[src/rtl/wdog_pkg.sv]
`timescale 1ns/1ps
package wdog_pkg;
  localparam int ADDR_W = 4;

  typedef enum logic [1:0] {
    ST_RUN   = 2'd0,
    ST_WARN  = 2'd1,
    ST_FINAL = 2'd2
  } wd_stage_e;

  localparam logic [ADDR_W-1:0] OFF_CTRL   = 4'h0;
  localparam logic [ADDR_W-1:0] OFF_PERIOD = 4'h4;
  localparam logic [ADDR_W-1:0] OFF_KICK   = 4'h8;
  localparam logic [ADDR_W-1:0] OFF_STAT   = 4'hC;

  localparam logic [31:0] KICK_KEY = 32'h5A5A_5A5A;
endpackage

[src/rtl/wdog_regs.sv]
`timescale 1ns/1ps
module wdog_regs
  import wdog_pkg::*;
#(
  parameter int                DATA_W     = 32,
  parameter logic [DATA_W-1:0] RST_PERIOD = '1
) (
  input  logic              clk_i,
  input  logic              rst_ni,
  input  logic              we_i,
  input  logic [ADDR_W-1:0] addr_i,
  input  logic [DATA_W-1:0] wdata_i,
  input  wd_stage_e         stage_i,
  output logic [DATA_W-1:0] rdata_o,
  output logic              en_o,
  output logic              single_o,
  output logic [DATA_W-1:0] period_o,
  output logic              kick_o,
  output logic              start_o
);
  logic              en_q, single_q;
  logic [DATA_W-1:0] period_q;
  logic              wr_ctrl, wr_period;

  assign wr_ctrl   = we_i && (addr_i == OFF_CTRL);
  assign wr_period = we_i && (addr_i == OFF_PERIOD);

  always_ff @(posedge clk_i or negedge rst_ni) begin
    if (!rst_ni) begin
      en_q     <= 1'b0;
      single_q <= 1'b0;
      period_q <= RST_PERIOD;
    end else begin
      if (wr_ctrl) begin
        en_q     <= wdata_i[0];
        single_q <= wdata_i[1];
      end
      if (wr_period) period_q <= wdata_i;
    end
  end

  // only the exact key counts as a refresh
  assign kick_o  = we_i && (addr_i == OFF_KICK) && (wdata_i == DATA_W'(KICK_KEY));
  assign start_o = wr_ctrl && wdata_i[0] && !en_q;

  assign en_o     = en_q;
  assign single_o = single_q;
  assign period_o = period_q;

  always_comb begin
    rdata_o = '0;
    unique case (addr_i)
      OFF_CTRL:   rdata_o[1:0] = {single_q, en_q};
      OFF_PERIOD: rdata_o      = period_q;
      OFF_STAT:   rdata_o[1:0] = {stage_i == ST_FINAL, stage_i == ST_WARN};
      default:    rdata_o      = '0;
    endcase
  end

  p_period_write_r2: assert property (@(posedge clk_i) disable iff (!rst_ni)
    wr_period |=> period_o == $past(wdata_i));

  p_ctrl_write_r2: assert property (@(posedge clk_i) disable iff (!rst_ni)
    wr_ctrl |=> {single_o, en_o} == $past(wdata_i[1:0]));
endmodule

[src/rtl/wdog_cnt.sv]
`timescale 1ns/1ps
module wdog_cnt #(
  parameter int W = 32
) (
  input  logic         clk_i,
  input  logic         rst_ni,
  input  logic         load_i,
  input  logic [W-1:0] load_val_i,
  input  logic         run_i,
  output logic         zero_o
);
  logic [W-1:0] cnt_q;

  always_ff @(posedge clk_i or negedge rst_ni) begin
    if (!rst_ni)                 cnt_q <= '0;
    else if (load_i)             cnt_q <= load_val_i;
    else if (run_i && !zero_o)   cnt_q <= cnt_q - 1'b1;
  end

  assign zero_o = (cnt_q == '0);

  p_reload_r11: assert property (@(posedge clk_i) disable iff (!rst_ni)
    load_i |=> cnt_q == $past(load_val_i));

  p_step_r3: assert property (@(posedge clk_i) disable iff (!rst_ni)
    (run_i && !load_i && !zero_o) |=> cnt_q == $past(cnt_q) - 1'b1);

  p_hold_r10: assert property (@(posedge clk_i) disable iff (!rst_ni)
    (!run_i && !load_i) |=> $stable(cnt_q));
endmodule

[src/rtl/wdog_stage.sv]
`timescale 1ns/1ps
module wdog_stage
  import wdog_pkg::*;
(
  input  logic      clk_i,
  input  logic      rst_ni,
  input  logic      en_i,
  input  logic      single_i,
  input  logic      kick_i,
  input  logic      expire_i,
  output wd_stage_e stage_o,
  output logic      warn_o,
  output logic      final_o
);
  wd_stage_e stage_q, stage_d;

  always_comb begin
    stage_d = stage_q;
    if (stage_q != ST_FINAL) begin
      if (!en_i)         stage_d = ST_RUN;
      else if (kick_i)   stage_d = ST_RUN;
      else if (expire_i) stage_d = (stage_q == ST_WARN || single_i) ? ST_FINAL : ST_WARN;
    end
  end

  always_ff @(posedge clk_i or negedge rst_ni) begin
    if (!rst_ni) stage_q <= ST_RUN;
    else         stage_q <= stage_d;
  end

  assign stage_o = stage_q;
  assign warn_o  = (stage_q == ST_WARN);
  assign final_o = (stage_q == ST_FINAL);

  p_final_sticky_r8: assert property (@(posedge clk_i) disable iff (!rst_ni)
    final_o |=> final_o);

  p_kick_clears_r7: assert property (@(posedge clk_i) disable iff (!rst_ni)
    (kick_i && warn_o) |=> !warn_o && !final_o);

  p_escalate_r6: assert property (@(posedge clk_i) disable iff (!rst_ni)
    (expire_i && warn_o && en_i && !kick_i) |=> final_o && !warn_o);

  p_single_skip_r9: assert property (@(posedge clk_i) disable iff (!rst_ni)
    (expire_i && single_i && en_i && !kick_i && stage_q == ST_RUN) |=> final_o);
endmodule

[src/rtl/sys_watchdog.sv]
`timescale 1ns/1ps
module sys_watchdog
  import wdog_pkg::*;
#(
  parameter int                DATA_W     = 32,
  parameter logic [DATA_W-1:0] RST_PERIOD = '1
) (
  input  logic              clk_i,
  input  logic              rst_ni,
  input  logic              reg_we_i,
  input  logic [3:0]        reg_addr_i,
  input  logic [DATA_W-1:0] reg_wdata_i,
  output logic [DATA_W-1:0] reg_rdata_o,
  output logic              wdt_warn_o,
  output logic              wdt_final_o
);
  logic              en, single, kick, start, zero;
  logic              kick_ok, expire, reload, run;
  logic [DATA_W-1:0] period;
  wd_stage_e         stage;

  wdog_regs #(.DATA_W(DATA_W), .RST_PERIOD(RST_PERIOD)) u_regs (
    .clk_i    (clk_i),
    .rst_ni   (rst_ni),
    .we_i     (reg_we_i),
    .addr_i   (reg_addr_i),
    .wdata_i  (reg_wdata_i),
    .stage_i  (stage),
    .rdata_o  (reg_rdata_o),
    .en_o     (en),
    .single_o (single),
    .period_o (period),
    .kick_o   (kick),
    .start_o  (start)
  );

  assign kick_ok = kick && en && (stage != ST_FINAL);
  assign run     = en && (stage != ST_FINAL);
  assign expire  = run && zero && !kick_ok;
  // new period is sampled only here: enable, refresh, or entry into the warning stage
  assign reload  = start || kick_ok || (expire && stage == ST_RUN && !single);

  wdog_cnt #(.W(DATA_W)) u_cnt (
    .clk_i      (clk_i),
    .rst_ni     (rst_ni),
    .load_i     (reload),
    .load_val_i (period),
    .run_i      (run),
    .zero_o     (zero)
  );

  wdog_stage u_stage (
    .clk_i    (clk_i),
    .rst_ni   (rst_ni),
    .en_i     (en),
    .single_i (single),
    .kick_i   (kick_ok),
    .expire_i (expire),
    .stage_o  (stage),
    .warn_o   (wdt_warn_o),
    .final_o  (wdt_final_o)
  );

  p_quiet_when_off_r10: assert property (@(posedge clk_i) disable iff (!rst_ni)
    (!en && !wdt_final_o) |=> !wdt_warn_o);

  p_single_no_warn_r9: assert property (@(posedge clk_i) disable iff (!rst_ni)
    (single && en && !wdt_warn_o) |=> !wdt_warn_o);
endmodule

[config.mk]
export PLATFORM = sky130hd
export DESIGN_NAME = sys_watchdog
export DESIGN_NICKNAME = d
export VERILOG_FILES = /design/src/rtl/wdog_pkg.sv /design/src/rtl/wdog_regs.sv /design/src/rtl/wdog_cnt.sv /design/src/rtl/wdog_stage.sv /design/src/rtl/sys_watchdog.sv
export SDC_FILE = /design/constraint.sdc
export NUM_CORES = 1
export LEC_CHECK = 0
export BUFFER_PORTS_ARGS = -buffer_cell sky130_fd_sc_hd__buf_2
export CAP_MARGIN = 0
export CORE_AREA = 2 2 104 106
export CTS_CLUSTER_SIZE = 30
export DETAILED_ROUTE_END_ITERATION = 12
export DIE_AREA = 0 0 106 108
export GPL_TIMING_DRIVEN = 0
export SYNTH_ARGS = -nofsm -noshare
export SYNTH_HDL_FRONTEND = slang
export SYNTH_HIERARCHICAL = 1
export SYNTH_SLANG_ARGS = --single-unit
[constraint.sdc]
create_clock -name clk_i -period 4.6 [get_ports clk_i]
set_input_delay 0 -clock clk_i [delete_from_list [all_inputs] [get_ports clk_i]]
set_output_delay 0 -clock clk_i [all_outputs]
set_load 0.02 [all_outputs]
After elaboration in Yosys (flattened, before gate mapping)
Cells that the tools add are included.
- output and inout port bits: 34
- flip-flop bits (word level): 68
- logic and storage cells: 48
- input bits: 39
- equal/unequal tests: 8
- muxes and demuxes: 8
- reduce and logical (&&, ||, !) cells: 26
- add/sub/neg operators: 1
- operator list (cell ; number):
    $mux W32 ; 2
    $eq A32 B31 Y1 const B ; 1
    $logic_not A32 Y1 ; 1
    $sub A32 B1 Y32 const B ; 1
    $mux W30 ; 1
    $logic_and A1 B1 Y1 ; 14
    $eq A4 B4 Y1 const B ; 2
    $mux W2 ; 4
    $pmux W2 S3 ; 1
    $eq A4 B3 Y1 const B ; 1
    $logic_not A1 Y1 ; 4
    $logic_not A4 Y1 ; 1
    $logic_or A1 B1 Y1 ; 3
    $ne A3 B3 Y1 const B ; 1
    $eq A2 B1 Y1 const B ; 1
    $eq A2 B2 Y1 const B ; 1
    $logic_not A2 Y1 ; 1
    $ne A2 B2 Y1 const B ; 1
    $reduce_and A2 Y1 ; 1
    $reduce_bool A2 Y1 ; 1

Longest topological paths before layout
Gate-level depths: netlist (run 1).
- word-level depth: 11
- depth in mapped cells: 12
- mapped depth without buffers: 10

Cells and area by module
The synthesis (run 1) kept the hierarchy.
- modules (own cells, without submodules) (module ; area each (sq um) ; seq. area each (sq um) ; times used ; cells an instance):
    wdog_cnt ; 2099.5 ; 800.8 ; 1 ; 235
    wdog_regs ; 1836.8 ; 890.9 ; 1 ; 131
    wdog_stage ; 122.6 ; 50.0 ; 1 ; 14
    sys_watchdog ; 58.8 ; 0.0 ; 1 ; 7

Worst setup path after synthesis (run 1)
No wires, ideal clock.
- path kind: reg-to-reg
- from: reg u_cnt.cnt_q[14]
- to: reg u_cnt.cnt_q[21]
- stages on the path, launching flop included: 13
- buffers on the path: 4
- required time: 4.475 ns
- path slack: 1.571 ns
- arrival: 2.904 ns
- setup time: 0.125 ns
- clock period less this slack: 3.029 ns
- cells stage by stage: dfrtp_1 or4_1 buf_2 or3_1 buf_6 nor3_1 and4bb_2 a211o_1 clkbuf_1 clkbuf_1 nor2_1 nand4_1 nand3_1
- cells in the longest elaborated chain, start to end: 7
- elaborated cells between the ends (all ways): 12
- those cells by class: add/sub (1); mux (2); reduce/logical (9)
- ends and longest elaborated chain (item ; RTL line ; text):
    from (decl) ; wdog_cnt.sv:12 ; logic [W-1:0] cnt_q;
    from (signal assigned) ; wdog_cnt.sv:16 ; else if (load_i) cnt_q <= load_val_i;
    from (signal assigned) ; wdog_cnt.sv:17 ; else if (run_i && !zero_o) cnt_q <= cnt_q - 1'b1;
    $logic_not A32 Y1 (*) ; wdog_cnt.sv:20 ; assign zero_o = (cnt_q == '0);
    net zero ; sys_watchdog.sv:17 ; logic en, single, kick, start, zero;
    $logic_and A1 B1 Y1 (*) (2 in a row) ; sys_watchdog.sv:39 ; assign expire = run && zero && !kick_ok;
    $logic_and A1 B1 Y1 (*) (2 in a row) ; sys_watchdog.sv:41 ; assign reload = start || kick_ok || (expire && stage == ST_RUN && !single);
    $logic_or A1 B1 Y1 (*) ; sys_watchdog.sv:41 ;
    net reload ; sys_watchdog.sv:18 ; logic kick_ok, expire, reload, run;
    $mux W32 / $reduce_bool A2 Y1 (equally long branches) ; - ;
Mark *: on every way through the listed nets, which the timed path passes. The rest lies on a longest branch. The select of a mux whose other input is x is not followed.
A chain may end at the register's enable or synchronous reset.

Final worst setup path (run 1)
- from: reg u_cnt.cnt_q[12]
- to: reg u_cnt.cnt_q[21]
Same word-level chain as after synthesis.

==> implementation parameters, run 1 <==
Parameter                              Value

Run status
  Status    completed

Timing
  Pin slew with the least headroom to its limit    0.940 ns
  Count of final max-slew check failures    0
  F_max    0.257 GHz
  Setup-violating endpoint count in the final report    0
  Final Hold Violating Endpoints    0
  RSZ-0062 raised after global routing    false
  Crit path setup slack, layout    0.711 ns
  Accumulated negative setup slack    0 ns
  Portion of the clock cycle consumed by the worst path in the final layout    0.845
  Layout Skew    0.00834 ns
  Worst slew margin relative to its limit    0.369
  Shortest period the worst path allows    3.89 ns

Die
  Effective utilization at floorplan    0.402
  Height of the chip    108 um
  Die span in x    106 um
  IO Pins    73
  Die ar.    0.0114 mm2
  Core Area    0.0102 mm2
  Placement Rows    37

Synth
  Leading cell types by total area after synthesis    dfrtp_1 (22%), dfstp_2 (20%), mux2_4 (11%), and2_1 (4.9%), nand2_1 (2.4%)
  Gate count of the mapped netlist    387
  Post-synthesis area per instance    10.6 um2
  Dominant synthesized flop cell    dfrtp_1
  Seq/Total Area, Yosys    0.423
  Top cell type's share of synthesized area    0.219
  Top cells by count, synth    dfrtp_1 (36), and2_1 (32), dfstp_2 (32)
  Warnings from Yosys    6
  Nets in the synthesized netlist    427
  Post-synthesis cell area    0.00412 mm2
  Library cells used by synthesis    66
  Number of enable-type register cells in the synthesized netlist    0
  Async SR Flop Fraction    1.00
  Top-count cell post-synth    dfrtp_1
  Post-synthesis cell type with the largest combined area    dfrtp_1
  Seq cells post-synth    68

Clock network
  CTS root buffer    clkbuf_8
  Clock tree from TritonCTS    built
  Clock transition at the registers of the reported paths    0.07 ns
  Num Clock Sinks    68
  Skew-Pair Late Insertion Delay    0.35 ns
  Maximum count of clock buffers along a single path    2
  Level count of the clock H-tree    3
  Number of post-CTS setup repair buffers    0
  Num CTS Buffers    9

Detailed routing
  Total number of vias    3580
  Met2 wire len    5270 um
  Top sig layer    met4
  Routed WL    11200 um
  First DRT Iteration DRCs    203
  Amount of wire on met3 after detailed routing    382 um
  Drc violations    0
  First drt pass iteration count    5
  Met1 routed wirelength after detailed routing    5300 um
  Vias/cell    5.56
  Antenna-violating nets left    0
  Routed WL per cell    17.5 um

Pwr
  Proportion of power drawn by combinational gates    0.238
  Clock share of power    0.258
  Overall power    1.99 mW
  Power Density    384 mW/mm2
  Switching Fraction    0.316
  Internal power contribution    1.36 mW
  Leak    2.25 nW
  Switching power of the nets    0.628 mW
  Peak ir drop on the vdd network    208 uV
  Portion of total power attributed to sequential cells    0.505

Place
  PortBufs    72
  Standard cell area after detailed placement    0.00465 mm2
  RePlAce Congestion    0.866
  Minimum setup slack after placement    0.773 ns
  Half-perimeter wire length after detailed placement    7800 um

Critical path
  CP delay by family, top    simple AND/OR/NAND/NOR gates
  Largest fanout of any net on the critical path    10
  Most repeated library cell on the critical path    clkbuf_1
  Critical Path RT    4.84 ns
  Setup crit end kind    flop
  Slowest stage cell on the critical path    clkbuf_1
  Worst path arrival time    4.12 ns
  Worst path bufs/invs    4
  Crit-path max cell delay    0.52 ns
  Critical path, cell by cell    or4_1 -> buf_2 -> or3_1 -> buf_6 -> nor3_1 -> and4bb_2 -> a211o_1 -> clkbuf_1 -> clkbuf_1 -> nor2_1 -> nand4_1 -> nand3_1
  CP Launch Type    flop
  Classification of the worst setup path    reg -> reg

Min path
  Path class of the lowest-slack min-delay path    in -> reg

Cells and area
  Filler cell count    923
  Layout cell share with drive strength beyond 1    0.352
  Antenna diode count    0
  Synthesis-to-layout area growth    25.9%
  Final core utilization    0.507
  Number of nets in the layout    543
  Cell area after layout    0.00518 mm2

Job
  Number of maximum-capacitance constraint violations    0

Global routing
  Final global-route overflow total    0
  Combined global-route utilization of all metal layers    0.205
  Vias in the first global route    3465
  Antenna violations before repair    0
  First-pass GRT wire length    18000 um
  Largest net degree at the start of global routing    69
-- metrics by stage --
stage                     instances  hold WS, ns
after floorplan                 387       -0.296
after global placement          595        0.243
after detailed placement        595        0.178
after global routing            644        0.144
after CTS                       644        0.134
final                           644        0.135
-- final timing paths --
| kind | start | to | slack, ns | depth (start not counted) |
|---|---|---|---|---|
| max in group asynchronous | rst_ni | u_cnt/cnt_q[28]$_DFFE_PN0P_ | 3.73 | 2 |
| min in group asynchronous | rst_ni | u_cnt/cnt_q[5]$_DFFE_PN0P_ | 0.29 | 2 |
| min reg2reg | u_regs/period_o[28]$_DFFE_PN1P_ | u_cnt/cnt_q[28]$_DFFE_PN0P_ | 0.52 | 2 |
| min | reg_we_i | u_regs/period_o[16]$_DFFE_PN1P_ | 0.13 | 3 |
| max reg2reg | u_cnt/cnt_q[12]$_DFFE_PN0P_ | u_cnt/cnt_q[21]$_DFFE_PN0P_ | 0.71 | 12 |
| max | u_cnt/cnt_q[12]$_DFFE_PN0P_ | u_cnt/cnt_q[21]$_DFFE_PN0P_ | 0.71 | 12 |
-- state kept, by name (all words and copies together) (netlist names) --
register and cells:
u_stage/stage_o 2, u_regs/en_o 1, u_cnt/cnt_q 32, u_regs/single_o 1
u_regs/period_o 32
-- cell families after synthesis --
group | synth area share
AND/OR/NAND/NOR | 0.272
AO/OA/AOI/OAI | 0.124
flip-flops | 0.423
multiplexers | 0.130
buffers and inverters | 0.0355
XOR/XNOR | 0.0128
adder cells (fa/ha/maj) | 0.00304
-- repair_timing --
item	4_1_cts	5_1_grt
resized for setup	0	0
hold buffers	33	0
endpoints found under the hold margin	70	0
-- metal layers --
layer / GRT usage / vias to the layer above
li1: - / 1684
met1: 0.281 / 1787
met2: 0.323 / 87
met3: 0.0283 / 22
met4: 0.0930 / 0
met5: 0 / -
-- cells in the final DEF, fill, tap and decap left out, types with 4 or more instances in the layout --
cell | Yosys | final
a21oi_1 | 4 | 4
a2bb2oi_1 | 5 | 5
a31oi_1 | 13 | 13
and2_1 | 32 | 32
buf_2 | 3 | 74
buf_6 | 4 | 4
clkbuf_1 | 11 | 12
clkbuf_8 | 0 | 11
dfrtp_1 | 36 | 36
dfstp_2 | 32 | 32
dlygate4sd3_1 | 0 | 33
inv_1 | 11 | 11
mux2_2 | 4 | 4
mux2_4 | 30 | 30
mux2i_1 | 4 | 4
nand2_1 | 26 | 26
nand3_1 | 11 | 11
nand4_1 | 9 | 9
nand4b_1 | 4 | 4
nor2_1 | 25 | 25
nor3_1 | 9 | 9
nor4bb_1 | 5 | 5
o21ai_0 | 11 | 11
o31ai_1 | 8 | 8
or3_1 | 9 | 9
or4_1 | 12 | 12
xnor2_1 | 5 | 5
-- area by class of cell --
cell class | count | area [um2] | area share
Sequential cell | 68 | 1740 | 0.336
Inverter | 12 | 45.0 | 0.00869
Timing Repair Buffer | 105 | 693 | 0.134
Tap cell | 136 | 170 | 0.0328
Clock inverter | 4 | 47.5 | 0.00917
Buffer | 18 | 101 | 0.0196
Multi-Input combinational cell | 289 | 2230 | 0.430
Clock buffer | 12 | 155 | 0.0299
-- power by group through the flow --
stage               logic, mW  registers [mW]  clock network, mW
finish                  0.472            1.00              0.512
global route            0.522            1.03              0.549
CTS                     0.473            1.00              0.526
detailed placement      0.449            1.01                  0
global placement        0.438            1.00                  0
floorplan               0.358           0.943                  0
-- worst reg2reg max path, stage by stage, from the launching register on --
cell      delay [ns]
dfrtp_1         0.45
or4_1           0.48
buf_2           0.17
or3_1           0.36
buf_6           0.17
nor3_1          0.46
and4bb_2        0.30
a211o_1         0.14
clkbuf_1        0.43
clkbuf_1        0.53
nor2_1          0.11
nand4_1         0.11
nand3_1         0.08
Power figures use the tool's default switching activity.
==> inputs of run 2 (changes only) <==
clock period = 3.7 ns   (was 4.6 ns; I/O delays follow)
==> run 2 against run 1 <==
Via count grew 1.1%. Sequential share of layout area about the same. Clock power grew 24%. Non-clock buffer count did not move. Fmax increased by 11%. Wire length barely moved. Worst setup slack got worse by 0.52 ns.
==> implementation parameters, run 2 (synthesis results as in run 1) <==
Parameter                              Value

Run status
  Status    completed (unchanged)

Clock network
  Clock tree from TritonCTS    built (unchanged)
  Clock transition at the registers of the reported paths    0.07 ns (about the same)
  Num Clock Sinks    68 (unchanged)
  Maximum count of clock buffers along a single path    2 (unchanged)
  Num CTS Buffers    9 (unchanged)
  CTS root buffer    clkbuf_8 (unchanged)
  Number of post-CTS setup repair buffers    0 (unchanged)
  Skew-Pair Late Insertion Delay    0.35 ns (about the same)
  Level count of the clock H-tree    3 (unchanged)

Global routing
  Combined global-route utilization of all metal layers    0.205 (unchanged)
  Final global-route overflow total    0 (unchanged)
  First-pass GRT wire length    18100 um (was 18000 um)
  Vias in the first global route    3467 (was 3465)
  Antenna violations before repair    0 (unchanged)
  Largest net degree at the start of global routing    69 (unchanged)

Detailed routing
  Top sig layer    met4 (unchanged)
  Antenna-violating nets left    0 (unchanged)
  Total number of vias    3619 (was 3580)
  Drc violations    0 (unchanged)
  Routed WL per cell    17.4 um (was 17.5 um)
  Met2 wire len    5250 um (was 5270 um)
  Amount of wire on met3 after detailed routing    499 um (was 382 um)
  First drt pass iteration count    5 (unchanged)
  Met1 routed wirelength after detailed routing    5200 um (was 5300 um)
  Vias/cell    5.62 (was 5.56)
  First DRT Iteration DRCs    218 (was 203)
  Routed WL    11200 um (about the same)

Critical path
  Critical Path RT    3.89 ns (was 4.84 ns)
  Worst path arrival time    3.71 ns (was 4.12 ns)
  CP Launch Type    flop (unchanged)
  Length in cells of the worst reg-to-reg path    11 (was 12)
  Reg-to-reg critical path startpoint    u_cnt/cnt_q[12]$_DFFE_PN0P_ (unchanged)
  Setup crit end kind    flop (unchanged)
  Slowest stage cell on the critical path    or4_1 (was clkbuf_1)
  CP delay by family, top    simple AND/OR/NAND/NOR gates (unchanged)
  Classification of the worst setup path    reg -> reg (unchanged)
  Register-to-register setup slack    0.19 ns (was 0.71 ns)
  Critical path, cell by cell    or4_1 -> buf_2 -> or3_1 -> buf_6 -> nor3_1 -> and4bb_2 -> a211o_1 -> clkinv_1 -> clkbuf_1 -> nor2_1 -> a31oi_1 (was or4_1 -> buf_2 -> or3_1 -> buf_6 -> nor3_1 -> and4bb_2 -> a211o_1 -> clkbuf_1 -> clkbuf_1 -> nor2_1 -> nand4_1 -> nand3_1)
  Endpoint of the worst-slack reg-to-reg timing path    u_cnt/cnt_q[19]$_DFFE_PN0P_ (was u_cnt/cnt_q[21]$_DFFE_PN0P_)
  Largest fanout of any net on the critical path    10 (unchanged)
  Crit-path max cell delay    0.47 ns (was 0.52 ns)
  Worst path bufs/invs    4 (unchanged)

Cells and area
  Most common library cell in the layout ignoring fill and taps    buf_2 (unchanged)
  Antenna diode count    0 (unchanged)
  Cell area after layout    0.00519 mm2 (was 0.00518 mm2)
  Number of nets in the layout    543 (unchanged)
  Final core utilization    0.507 (about the same)
  Synthesis-to-layout area growth    26.0% (was 25.9%)
  Layout cell share with drive strength beyond 1    0.360 (was 0.352)
  Cell Count, Final, Fillers Out    644 (unchanged)
  Highest-count cells in the layout ignoring fill and taps    buf_2 (74), dfrtp_1 (36), dlygate4sd3_1 (33) (unchanged)

Timing
  Worst hold slack    0.138 ns (was 0.135 ns)
  Setup-violating endpoint count in the final report    0 (unchanged)
  Shortest period the worst path allows    3.51 ns (was 3.89 ns)
  Crit path setup slack, layout    0.187 ns (was 0.711 ns)
  Pin slew with the least headroom to its limit    0.905 ns (was 0.940 ns)
  RSZ-0062 raised after global routing    false (unchanged)
  Layout Skew    0.00728 ns (was 0.00834 ns)
  Count of final max-slew check failures    0 (unchanged)
  Final Hold Violating Endpoints    0 (unchanged)
  F_max    0.285 GHz (was 0.257 GHz)
  Worst slew margin relative to its limit    0.392 (was 0.369)
  Portion of the clock cycle consumed by the worst path in the final layout    0.949 (was 0.845)

Place
  PortBufs    72 (unchanged)
  RePlAce Congestion    0.866 (unchanged)
  Standard cell area after detailed placement    0.00465 mm2 (unchanged)
  Half-perimeter wire length after detailed placement    7800 um (unchanged)
  Minimum setup slack after placement    -0.127 ns (was 0.773 ns)
  Total placed cells including tap cells    595 (unchanged)

Pwr
  Leak    2.26 nW (was 2.25 nW)
  Power Density    476 mW/mm2 (was 384 mW/mm2)
  Peak ir drop on the vdd network    259 uV (was 208 uV)

Die
  Height of the chip    108 um (unchanged)
  Core Area    0.0102 mm2 (unchanged)
  IO Pins    73 (unchanged)
  Die ar.    0.0114 mm2 (unchanged)
  Effective utilization at floorplan    0.402 (unchanged)
  Placement Rows    37 (unchanged)
  Die span in x    106 um (unchanged)

Min path
  Path class of the lowest-slack min-delay path    in -> reg (unchanged)
  Source of the worst hold timing path    reg_we_i (unchanged)
  Worst Hold End    u_regs/period_o[16]$_DFFE_PN1P_ (unchanged)
  Cells on Worst Hold Path    3 (unchanged)

Job
  Number of maximum-capacitance constraint violations    0 (unchanged)
## run 2: cell count changes in the layout (fill, tap and decap cells not counted)
cell      previous run  this run
clkbuf_2             0         4
clkbuf_1            12         8
## run 2: worst max-delay path by stage
| stage | startpoint | slack (ns) | cells past startpoint | end |
|---|---|---|---|---|
| CTS | u_cnt/cnt_q[14]$_DFFE_PN0P_ | 0.03 | 12 | u_cnt/cnt_q[21]$_DFFE_PN0P_ |
| finish | u_cnt/cnt_q[12]$_DFFE_PN0P_ | 0.19 | 11 | u_cnt/cnt_q[19]$_DFFE_PN0P_ |
| detailed placement | u_cnt/cnt_q[12]$_DFFE_PN0P_ | -0.13 | 10 | u_cnt/cnt_q[12]$_DFFE_PN0P_ |
| global placement | u_cnt/cnt_q[12]$_DFFE_PN0P_ | -0.10 | 12 | u_cnt/cnt_q[21]$_DFFE_PN0P_ |
| global route | u_cnt/cnt_q[14]$_DFFE_PN0P_ | 0.04 | 11 | u_cnt/cnt_q[19]$_DFFE_PN0P_ |
| floorplan | u_cnt/cnt_q[14]$_DFFE_PN0P_ | 0.67 | 12 | u_cnt/cnt_q[21]$_DFFE_PN0P_ |
## run 2: repair_timing
action / CTS / global route
setup endpoints to repair: 19 / 19
gates resized for setup: 3 / 2
hold buffers: 33 / 0
hold endpoints to repair: 70 / 0
## run 2: through the flow
step / TNS (ns) / power (mW)
after global routing: 0 / 2.61
after detailed placement: -1.58 / 1.81
after global placement: -0.922 / 1.79
after floorplan: 0 / 1.62
final: 0 / 2.47
after CTS: 0 / 2.48
## run 2: power by group
group	switching [mW]	internal, mW	leakage, nW
clock network	0.289	0.346	0.102
logic	0.256	0.332	1.41
registers	0.234	1.01	0.747
## run 2: final cells by class
class                   count  area, um2
clock inverters             4       47.5
plain buffers              18        106
fillers                   924       5040
inverters                  12       45.0
repair buffers            105        693
clock buffers              12        155
multi-input cells         289       2230
well taps                 136        170
flip-flops and latches     68       1740
## run 2: worst register-to-register path: cells and delay by family (launching register included)
family	cells	cell delay, ns
flops	1	0.45
buf+inv	4	0.86
simple gates	5	1.84
compound gates	2	0.20
## run 2: metal layers
metal,track usage,up-vias
li1,-,1688
met1,0.281,1789
met2,0.323,122
met3,0.0283,20
met4,0.0930,0
met5,0,-
